**src/rtl/pms_pkg.sv**
```systemverilog
package pms_pkg;
    typedef enum logic [2:0] {
        ST_ACTIVE   = 3'd0,
        ST_IDLE     = 3'd1,
        ST_STANDBY  = 3'd2,
        ST_SHUTDOWN = 3'd3,
        ST_WAKE     = 3'd4
    } pms_state_e;

    localparam int SRC_IRQ = 0;
    localparam int SRC_RTC = 1;
    localparam int SRC_COP = 2;
    localparam int SRC_PIN = 3;
    localparam int NSRC    = 4;

    localparam int CAUSE_POR = 0;
    localparam int CAUSE_PIN = 1;
    localparam int CAUSE_SDW = 2;
    localparam int NCAUSE    = 3;
endpackage

```
**src/rtl/pms_wake_filter.sv**
```systemverilog
module pms_wake_filter
    import pms_pkg::*;
#(
    parameter int              NPIN      = 4,
    parameter logic [NSRC-1:0] IDLE_MASK = 4'b0001,
    parameter logic [NSRC-1:0] STBY_MASK = 4'b1110
) (
    input  pms_state_e      state_i,
    input  logic            irq_i,
    input  logic            rtc_i,
    input  logic            cop_i,
    input  logic [NPIN-1:0] pin_chg_i,
    input  logic [NPIN-1:0] sd_pin_en_i,
    output logic            resume_o,
    output logic            sd_wake_o
);
    logic [NSRC-1:0] src;
    logic [NPIN-1:0] sd_hit;

    genvar gi;
    generate
        for (gi = 0; gi < NPIN; gi++) begin : g_pin
            assign sd_hit[gi] = pin_chg_i[gi] & sd_pin_en_i[gi];
        end
    endgenerate

    always_comb begin
        src          = '0;
        src[SRC_IRQ] = irq_i;
        src[SRC_RTC] = rtc_i;
        src[SRC_COP] = cop_i;
        src[SRC_PIN] = |pin_chg_i;
    end

    assign resume_o  = ((state_i == ST_IDLE)    && |(src & IDLE_MASK)) ||
                       ((state_i == ST_STANDBY) && |(src & STBY_MASK));
    assign sd_wake_o = (state_i == ST_SHUTDOWN) && |sd_hit;
endmodule

```
**src/rtl/pms_wake_timer.sv**
```systemverilog
module pms_wake_timer #(
    parameter int MAXV = 1015,
    localparam int W   = $clog2(MAXV + 1)
) (
    input  logic         clk,
    input  logic         por_i,
    input  logic         load_i,
    input  logic [W-1:0] load_val_i,
    output logic         expire_o
);
    logic [W-1:0] cnt_q;

    always_ff @(posedge clk or posedge por_i) begin
        if (por_i)              cnt_q <= '0;
        else if (load_i)        cnt_q <= load_val_i;
        else if (cnt_q != '0)   cnt_q <= cnt_q - 1'b1;
    end

    assign expire_o = (cnt_q == W'(1));

    assert_timer_step_R3: assert property (@(posedge clk) disable iff (por_i)
        (!load_i && cnt_q != '0) |=> (cnt_q == $past(cnt_q) - 1'b1));
endmodule

```
**src/rtl/pms_bod_pulser.sv**
```systemverilog
module pms_bod_pulser #(
    parameter int PERIOD = 16,
    parameter int ON_CYC = 2,
    localparam int CW    = (PERIOD > 1) ? $clog2(PERIOD) : 1
) (
    input  logic clk,
    input  logic por_i,
    input  logic en_i,
    output logic pulse_o
);
    logic [CW-1:0] cnt_q;

    always_ff @(posedge clk or posedge por_i) begin
        if (por_i)                        cnt_q <= '0;
        else if (!en_i)                   cnt_q <= '0;
        else if (cnt_q == CW'(PERIOD - 1)) cnt_q <= '0;
        else                              cnt_q <= cnt_q + 1'b1;
    end

    assign pulse_o = en_i && (cnt_q < CW'(ON_CYC));

    assert_bod_restart_R10: assert property (@(posedge clk) disable iff (por_i)
        (!en_i) |=> (cnt_q == '0));
    assert_bod_wrap_R10: assert property (@(posedge clk) disable iff (por_i)
        (en_i && $past(en_i) && cnt_q == '0) |-> ($past(cnt_q) == CW'(PERIOD - 1)));
endmodule

```
**src/rtl/pwr_mode_seq.sv**
```systemverilog
module pwr_mode_seq
    import pms_pkg::*;
#(
    parameter int              NPIN       = 4,
    parameter int              LAT_IDLE   = 14,
    parameter int              LAT_STBY   = 174,
    parameter int              LAT_SD     = 1015,
    parameter int              BOD_PERIOD = 16,
    parameter int              BOD_ON     = 2,
    parameter logic [NSRC-1:0] IDLE_MASK  = 4'b0001,
    parameter logic [NSRC-1:0] STBY_MASK  = 4'b1110
) (
    input  logic            clk,
    input  logic            por_i,
    input  logic            rstpin_i,
    input  logic            req_valid_i,
    input  logic [2:0]      req_mode_i,
    input  logic            irq_i,
    input  logic            rtc_evt_i,
    input  logic            cop_evt_i,
    input  logic [NPIN-1:0] pin_chg_i,
    input  logic [NPIN-1:0] sd_pin_en_i,
    input  logic [2:0]      cause_clr_i,
    output logic [2:0]      state_o,
    output logic            cpu_clk_en_o,
    output logic            mem_clk_en_o,
    output logic            per_clk_en_o,
    output logic            ret_en_o,
    output logic            io_latch_o,
    output logic            bod_en_o,
    output logic            state_clr_o,
    output logic [2:0]      rst_cause_o
);
    localparam int LAT_A   = (LAT_IDLE > LAT_STBY) ? LAT_IDLE : LAT_STBY;
    localparam int LAT_MAX = (LAT_A > LAT_SD) ? LAT_A : LAT_SD;
    localparam int TW      = $clog2(LAT_MAX + 1);

    pms_state_e        state_q, state_n;
    logic              clr_q, clr_set;
    logic [NCAUSE-1:0] cause_q, cause_set;
    logic              tmr_load, tmr_expire;
    logic [TW-1:0]     tmr_val;
    logic              resume, sd_wake;
    logic              bod_pulse, bod_cont;

    pms_wake_filter #(
        .NPIN(NPIN), .IDLE_MASK(IDLE_MASK), .STBY_MASK(STBY_MASK)
    ) u_filter (
        .state_i(state_q), .irq_i(irq_i), .rtc_i(rtc_evt_i), .cop_i(cop_evt_i),
        .pin_chg_i(pin_chg_i), .sd_pin_en_i(sd_pin_en_i),
        .resume_o(resume), .sd_wake_o(sd_wake)
    );

    pms_wake_timer #(.MAXV(LAT_MAX)) u_timer (
        .clk(clk), .por_i(por_i), .load_i(tmr_load),
        .load_val_i(tmr_val), .expire_o(tmr_expire)
    );

    pms_bod_pulser #(.PERIOD(BOD_PERIOD), .ON_CYC(BOD_ON)) u_bod (
        .clk(clk), .por_i(por_i), .en_i(state_q == ST_STANDBY), .pulse_o(bod_pulse)
    );

    // Next-state and side effects
    always_comb begin
        state_n   = state_q;
        tmr_load  = 1'b0;
        tmr_val   = '0;
        clr_set   = 1'b0;
        cause_set = '0;
        if (rstpin_i) begin
            state_n              = ST_WAKE;
            tmr_load             = 1'b1;
            tmr_val              = TW'(LAT_SD);
            clr_set              = 1'b1;
            cause_set[CAUSE_PIN] = 1'b1;
        end else begin
            unique case (state_q)
                ST_ACTIVE: begin
                    if (req_valid_i) begin
                        unique case (req_mode_i)
                            3'd1:    state_n = ST_IDLE;
                            3'd2:    state_n = ST_STANDBY;
                            3'd3:    state_n = ST_SHUTDOWN;
                            default: state_n = ST_ACTIVE;
                        endcase
                    end
                end
                ST_IDLE: begin
                    if (resume) begin
                        state_n  = ST_WAKE;
                        tmr_load = 1'b1;
                        tmr_val  = TW'(LAT_IDLE);
                    end
                end
                ST_STANDBY: begin
                    if (resume) begin
                        state_n  = ST_WAKE;
                        tmr_load = 1'b1;
                        tmr_val  = TW'(LAT_STBY);
                    end
                end
                ST_SHUTDOWN: begin
                    if (sd_wake) begin
                        state_n              = ST_WAKE;
                        tmr_load             = 1'b1;
                        tmr_val              = TW'(LAT_SD);
                        clr_set              = 1'b1;
                        cause_set[CAUSE_SDW] = 1'b1;
                    end
                end
                ST_WAKE: begin
                    if (tmr_expire) state_n = ST_ACTIVE;
                end
                default: state_n = ST_ACTIVE;
            endcase
        end
    end

    // State register
    always_ff @(posedge clk or posedge por_i) begin
        if (por_i) begin
            state_q <= ST_ACTIVE;
            clr_q   <= 1'b0;
            cause_q <= NCAUSE'(1) << CAUSE_POR;
        end else begin
            state_q <= state_n;
            clr_q   <= clr_set;
            cause_q <= (cause_q & ~cause_clr_i) | cause_set;
        end
    end

    // Outputs
    always_comb begin
        cpu_clk_en_o = 1'b0;
        mem_clk_en_o = 1'b0;
        per_clk_en_o = 1'b0;
        ret_en_o     = 1'b0;
        io_latch_o   = 1'b0;
        bod_cont     = 1'b0;
        unique case (state_q)
            ST_ACTIVE: begin
                cpu_clk_en_o = 1'b1;
                mem_clk_en_o = 1'b1;
                per_clk_en_o = 1'b1;
                bod_cont     = 1'b1;
            end
            ST_IDLE: begin
                per_clk_en_o = 1'b1;
                bod_cont     = 1'b1;
            end
            ST_STANDBY: begin
                ret_en_o   = 1'b1;
                io_latch_o = 1'b1;
            end
            ST_SHUTDOWN: io_latch_o = 1'b1;
            ST_WAKE:     bod_cont   = 1'b1;
            default:     bod_cont   = 1'b1;
        endcase
    end

    assign bod_en_o    = bod_cont | bod_pulse;
    assign state_o     = state_q;
    assign state_clr_o = clr_q;
    assign rst_cause_o = cause_q;

    assert_req_idle_R1: assert property (@(posedge clk) disable iff (por_i)
        (state_q == ST_ACTIVE && req_valid_i && req_mode_i == 3'd1 && !rstpin_i)
        |=> (state_o == 3'd1));
    assert_req_bad_code_R1: assert property (@(posedge clk) disable iff (por_i)
        (state_q == ST_ACTIVE && req_valid_i && req_mode_i[2] && !rstpin_i)
        |=> (state_o == 3'd0));
    assert_wake_no_req_R1: assert property (@(posedge clk) disable iff (por_i)
        (state_q == ST_WAKE && !rstpin_i)
        |=> (state_o == 3'd4 || state_o == 3'd0));
    assert_idle_wake_R3: assert property (@(posedge clk) disable iff (por_i)
        (state_q == ST_IDLE && irq_i && !rstpin_i) |=> (state_o == 3'd4));
    assert_stby_rtc_R4: assert property (@(posedge clk) disable iff (por_i)
        (state_q == ST_STANDBY && rtc_evt_i && !rstpin_i) |=> (state_o == 3'd4));
    assert_sd_hold_R5: assert property (@(posedge clk) disable iff (por_i)
        (state_q == ST_SHUTDOWN && !rstpin_i && !(|(pin_chg_i & sd_pin_en_i)))
        |=> (state_o == 3'd3));
    assert_sd_wake_reset_R5: assert property (@(posedge clk) disable iff (por_i)
        (state_q == ST_SHUTDOWN && !rstpin_i && |(pin_chg_i & sd_pin_en_i))
        |=> (rst_cause_o[CAUSE_SDW] && state_clr_o));
    assert_rstpin_R6: assert property (@(posedge clk) disable iff (por_i)
        rstpin_i |=> (state_o == 3'd4 && rst_cause_o[CAUSE_PIN] && state_clr_o));
    assert_por_clear_R11: assert property (@(posedge clk) disable iff (por_i)
        cause_clr_i[CAUSE_POR] |=> !rst_cause_o[CAUSE_POR]);
endmodule

```
**config.mk**
```make
export PLATFORM = sky130hd
export DESIGN_NAME = pwr_mode_seq
export DESIGN_NICKNAME = d
export VERILOG_FILES = /design/src/rtl/pms_pkg.sv /design/src/rtl/pms_wake_filter.sv /design/src/rtl/pms_wake_timer.sv /design/src/rtl/pms_bod_pulser.sv /design/src/rtl/pwr_mode_seq.sv
export SDC_FILE = /design/constraint.sdc
export NUM_CORES = 1
export LEC_CHECK = 0
export BUFFER_PORTS_ARGS = -buffer_cell sky130_fd_sc_hd__buf_2
export CAP_MARGIN = 20
export CORE_UTILIZATION = 42
export DETAILED_ROUTE_END_ITERATION = 16
export PLACE_DENSITY = 0.76
export SLEW_MARGIN = 40
export SYNTH_ARGS = -nofsm -noshare
export SYNTH_HDL_FRONTEND = slang
export SYNTH_SLANG_ARGS = --single-unit
```
**constraint.sdc**
```tcl
create_clock -name clk -period 3 [get_ports clk]
set_input_delay 0.45 -clock clk [delete_from_list [all_inputs] [get_ports clk]]
set_output_delay 0.45 -clock clk [all_outputs]
set_load 0.05 [all_outputs]
```
==> results.ini <==
[run_status]
status=finished, final reports clean

[critical_path]
path_max_fanout=13
criticalPathCategory=reg2out
r2r_setup_slack_ps=820
end_kind=output pin
worstPathRequired_ps=2550
worstSetupStartpointType=flip-flop
reg2reg_depth=3
endpoint=ret_en_o
cp_data_arrival_time_ps=1850
crit_path_start=state_o[1]
timing.rr.start=u_timer.cnt_q[4]
reg2reg_to=state_o[2]

[clock_network]
clock_tree.buffer_depth=2
cts_tree=built
cts_setup_buffers=0
numCtsBuffers=3
clk_latency_ps=300
clk_pin_slew_ps=110
postCtsHoldBufs=0
cts_max_level=1
root_buffer=clkbuf_4
clock_sinks=21
cts_resized=0

[sta]
skew_ps=5.059
hold_viol=0
setup_viol=0
fin_crit_sh_pct=76.74
period_minus_slack_ps=2302
fin_setup_tns_ps=0
slew-limit-headroom_pct=69.07
worst_pin_slew_ps=459.8
rsz0062_at_grt=no
max_freq_mhz=434.4
drv_slew=0

[placed_design]
dpl-instance-area_um2=1410
hpwl_mm=2.084
gp_congestion=0.8172
portBuffers=33

[finish]
num-fill-cells=270
multi_input_area_um2=623.1
nets=183
area_delta_synth_final_pct=17.97
layout-drive-gt1-share_pct=28.03
n_antenna_cell=0
final_area_um2=1438
seq_area_um2=526.8

[pwr]
leakage_uw=0.0006369
vdd_drop_max_uv=364.0
power_density_nw_per_um2=372.2

[yosys]
synth_top_family_by_area=simple AND/OR/NAND/NOR gates
synth_cell_types=46
synth_seq_cells=21
synth-simple-area-share_pct=21.15
avgSynthCellArea_um2=9.828
synth_commonest_cells=dfrtp_1 (20), inv_1 (11), nand2_1 (7)
postSynthCellCount=124
synth_mux_area_share_pct=3.491
yosys.area.top_type_share_pct=41.07
synth_edf_count=0
synth_adder_area_share_pct=4.107
syn_area_um2=1219
synth_ff_type=dfrtp_1
synth_most_common_cell=dfrtp_1
yosysWarningCount=0
syn_nets=149
yosysTopAreaCell=dfrtp_1
seq_area_frac_synth_pct=43.22
ys_async_sr_fraction_pct=100.0
ys_top_cells_by_area=dfrtp_1 (41%), xnor2_1 (4.3%), ha_1 (4.1%), o31ai_1 (3.7%), inv_1 (3.4%)
synth_compound_area_share_pct=16.63
synth_xor_area_share_pct=5.749

[floorplan]
boundaryPins=34
core_area_um2=2758
start_util_pct=44.19
num_rows=19
die_x_um=55.87
dieArea_um2=3121
dieHeight_um=55.87

[global_route]
grt_start_max_net_pins=22
grt.total_usage_pct=19.66
grt_pass1_vias=1103
antenna_found_initial=0
grt_overflow=0
grt_pass1_wl_mm=4.885

[run]
max_cap_violations=0

[route]
wire_per_inst_um=14.82
firstDrtPassIters=4
via_per_inst=5.846
dr_total_vias=1099
drtIter0Drc=36
wl_mm=2.786
drt.antenna.violating_nets=0
drc=0

[hold_path]
hold_path_class=in2async

-- how the worst min path moves through the flow --
stage | startpoint | endpoint | cells past startpoint
floorplan | por_i | rst_cause_o[1] | 1
detailed placement | rst_cause_o[1] | rst_cause_o[1] | 1
global route | por_i | u_bod.cnt_q[1] | 2
finish | por_i | state_clr_o | 2
global placement | rst_cause_o[1] | rst_cause_o[1] | 1
CTS | cause_clr_i[0] | rst_cause_o[0] | 2
-- cell type report --
cell class | instances | area share, %
clock inverter | 1 | 0.3481
timing repair buffer | 35 | 12.53
multi-input combinational | 86 | 43.34
clock buffer | 3 | 1.567
sequential | 21 | 36.64
tap | 31 | 2.698
inverter | 11 | 2.872
-- metal layers --
layer	global-route usage, %	up-vias	wire [um]
met1	24.81	541	1248
li1	-	528	-
met4	3.833	0	21
met3	4.884	2	110
met2	34.42	28	1406
met5	0	-	0
-- worst max-delay path, stage by stage (launching register included) --
cell and delay (ps):
dfrtp_1 600, nor2b_1 380, nand2_1 190, inv_1 110, buf_2 260
-- power breakdown --
| group | leakage, uW | internal, uW | switching (uW) | total (uW) |
|---|---|---|---|---|
| combinational | 0.000381 | 33.3 | 63.3 | 96.6 |
| clock | 0.0000177 | 49.8 | 84.5 | 134 |
| sequential | 0.000238 | 292 | 12.2 | 304 |
-- through the flow --
| step | hold WS (ps) | utilization, % | setup slack, ps | power [uW] | std cells |
|---|---|---|---|---|---|
| 2_1_floorplan | 425.8 | - | 16.91 | 373.5 | 124 |
| 3_3_place_gp | 452.7 | 51.13 | 911.2 | 402.1 | 184 |
| 3_5_place_dp | 463.4 | 51.13 | 820.4 | 405.6 | 184 |
| 4_1_cts | 237.7 | 52.13 | 743.5 | 541.9 | 188 |
| 5_1_grt | 157.0 | 52.13 | 613.9 | 561.4 | 188 |
| 6_report | 129.4 | 52.13 | 697.8 | 535.1 | 188 |
-- cells in the final DEF, fill, tap and decap left out, types with 3 or more instances in the layout --
cell type   n
buf_2      33
dfrtp_1    20
inv_1      10
nand2_1     7
nor2_1      6
xnor2_1     6
o31ai_1     6
nor3_1      5
ha_1        4
o21ai_0     3
a21oi_1     3
or3_1       3
clkbuf_4    3
-- state kept, by name (all words and copies together) (netlist names) --
register	flops
u_timer.cnt_q	10
u_bod.cnt_q	4
state_clr_o	1
state_o	3
rst_cause_o	3
-- logic make-up after synthesis --
group           count (synthesis)
simple gates                   42
compound gates                 28
flops                          21
buf+inv                        17
xor+xnor                        8
mux                             4
fa+ha+maj                       4
Note: power is estimated with default switching activity, not from simulation.
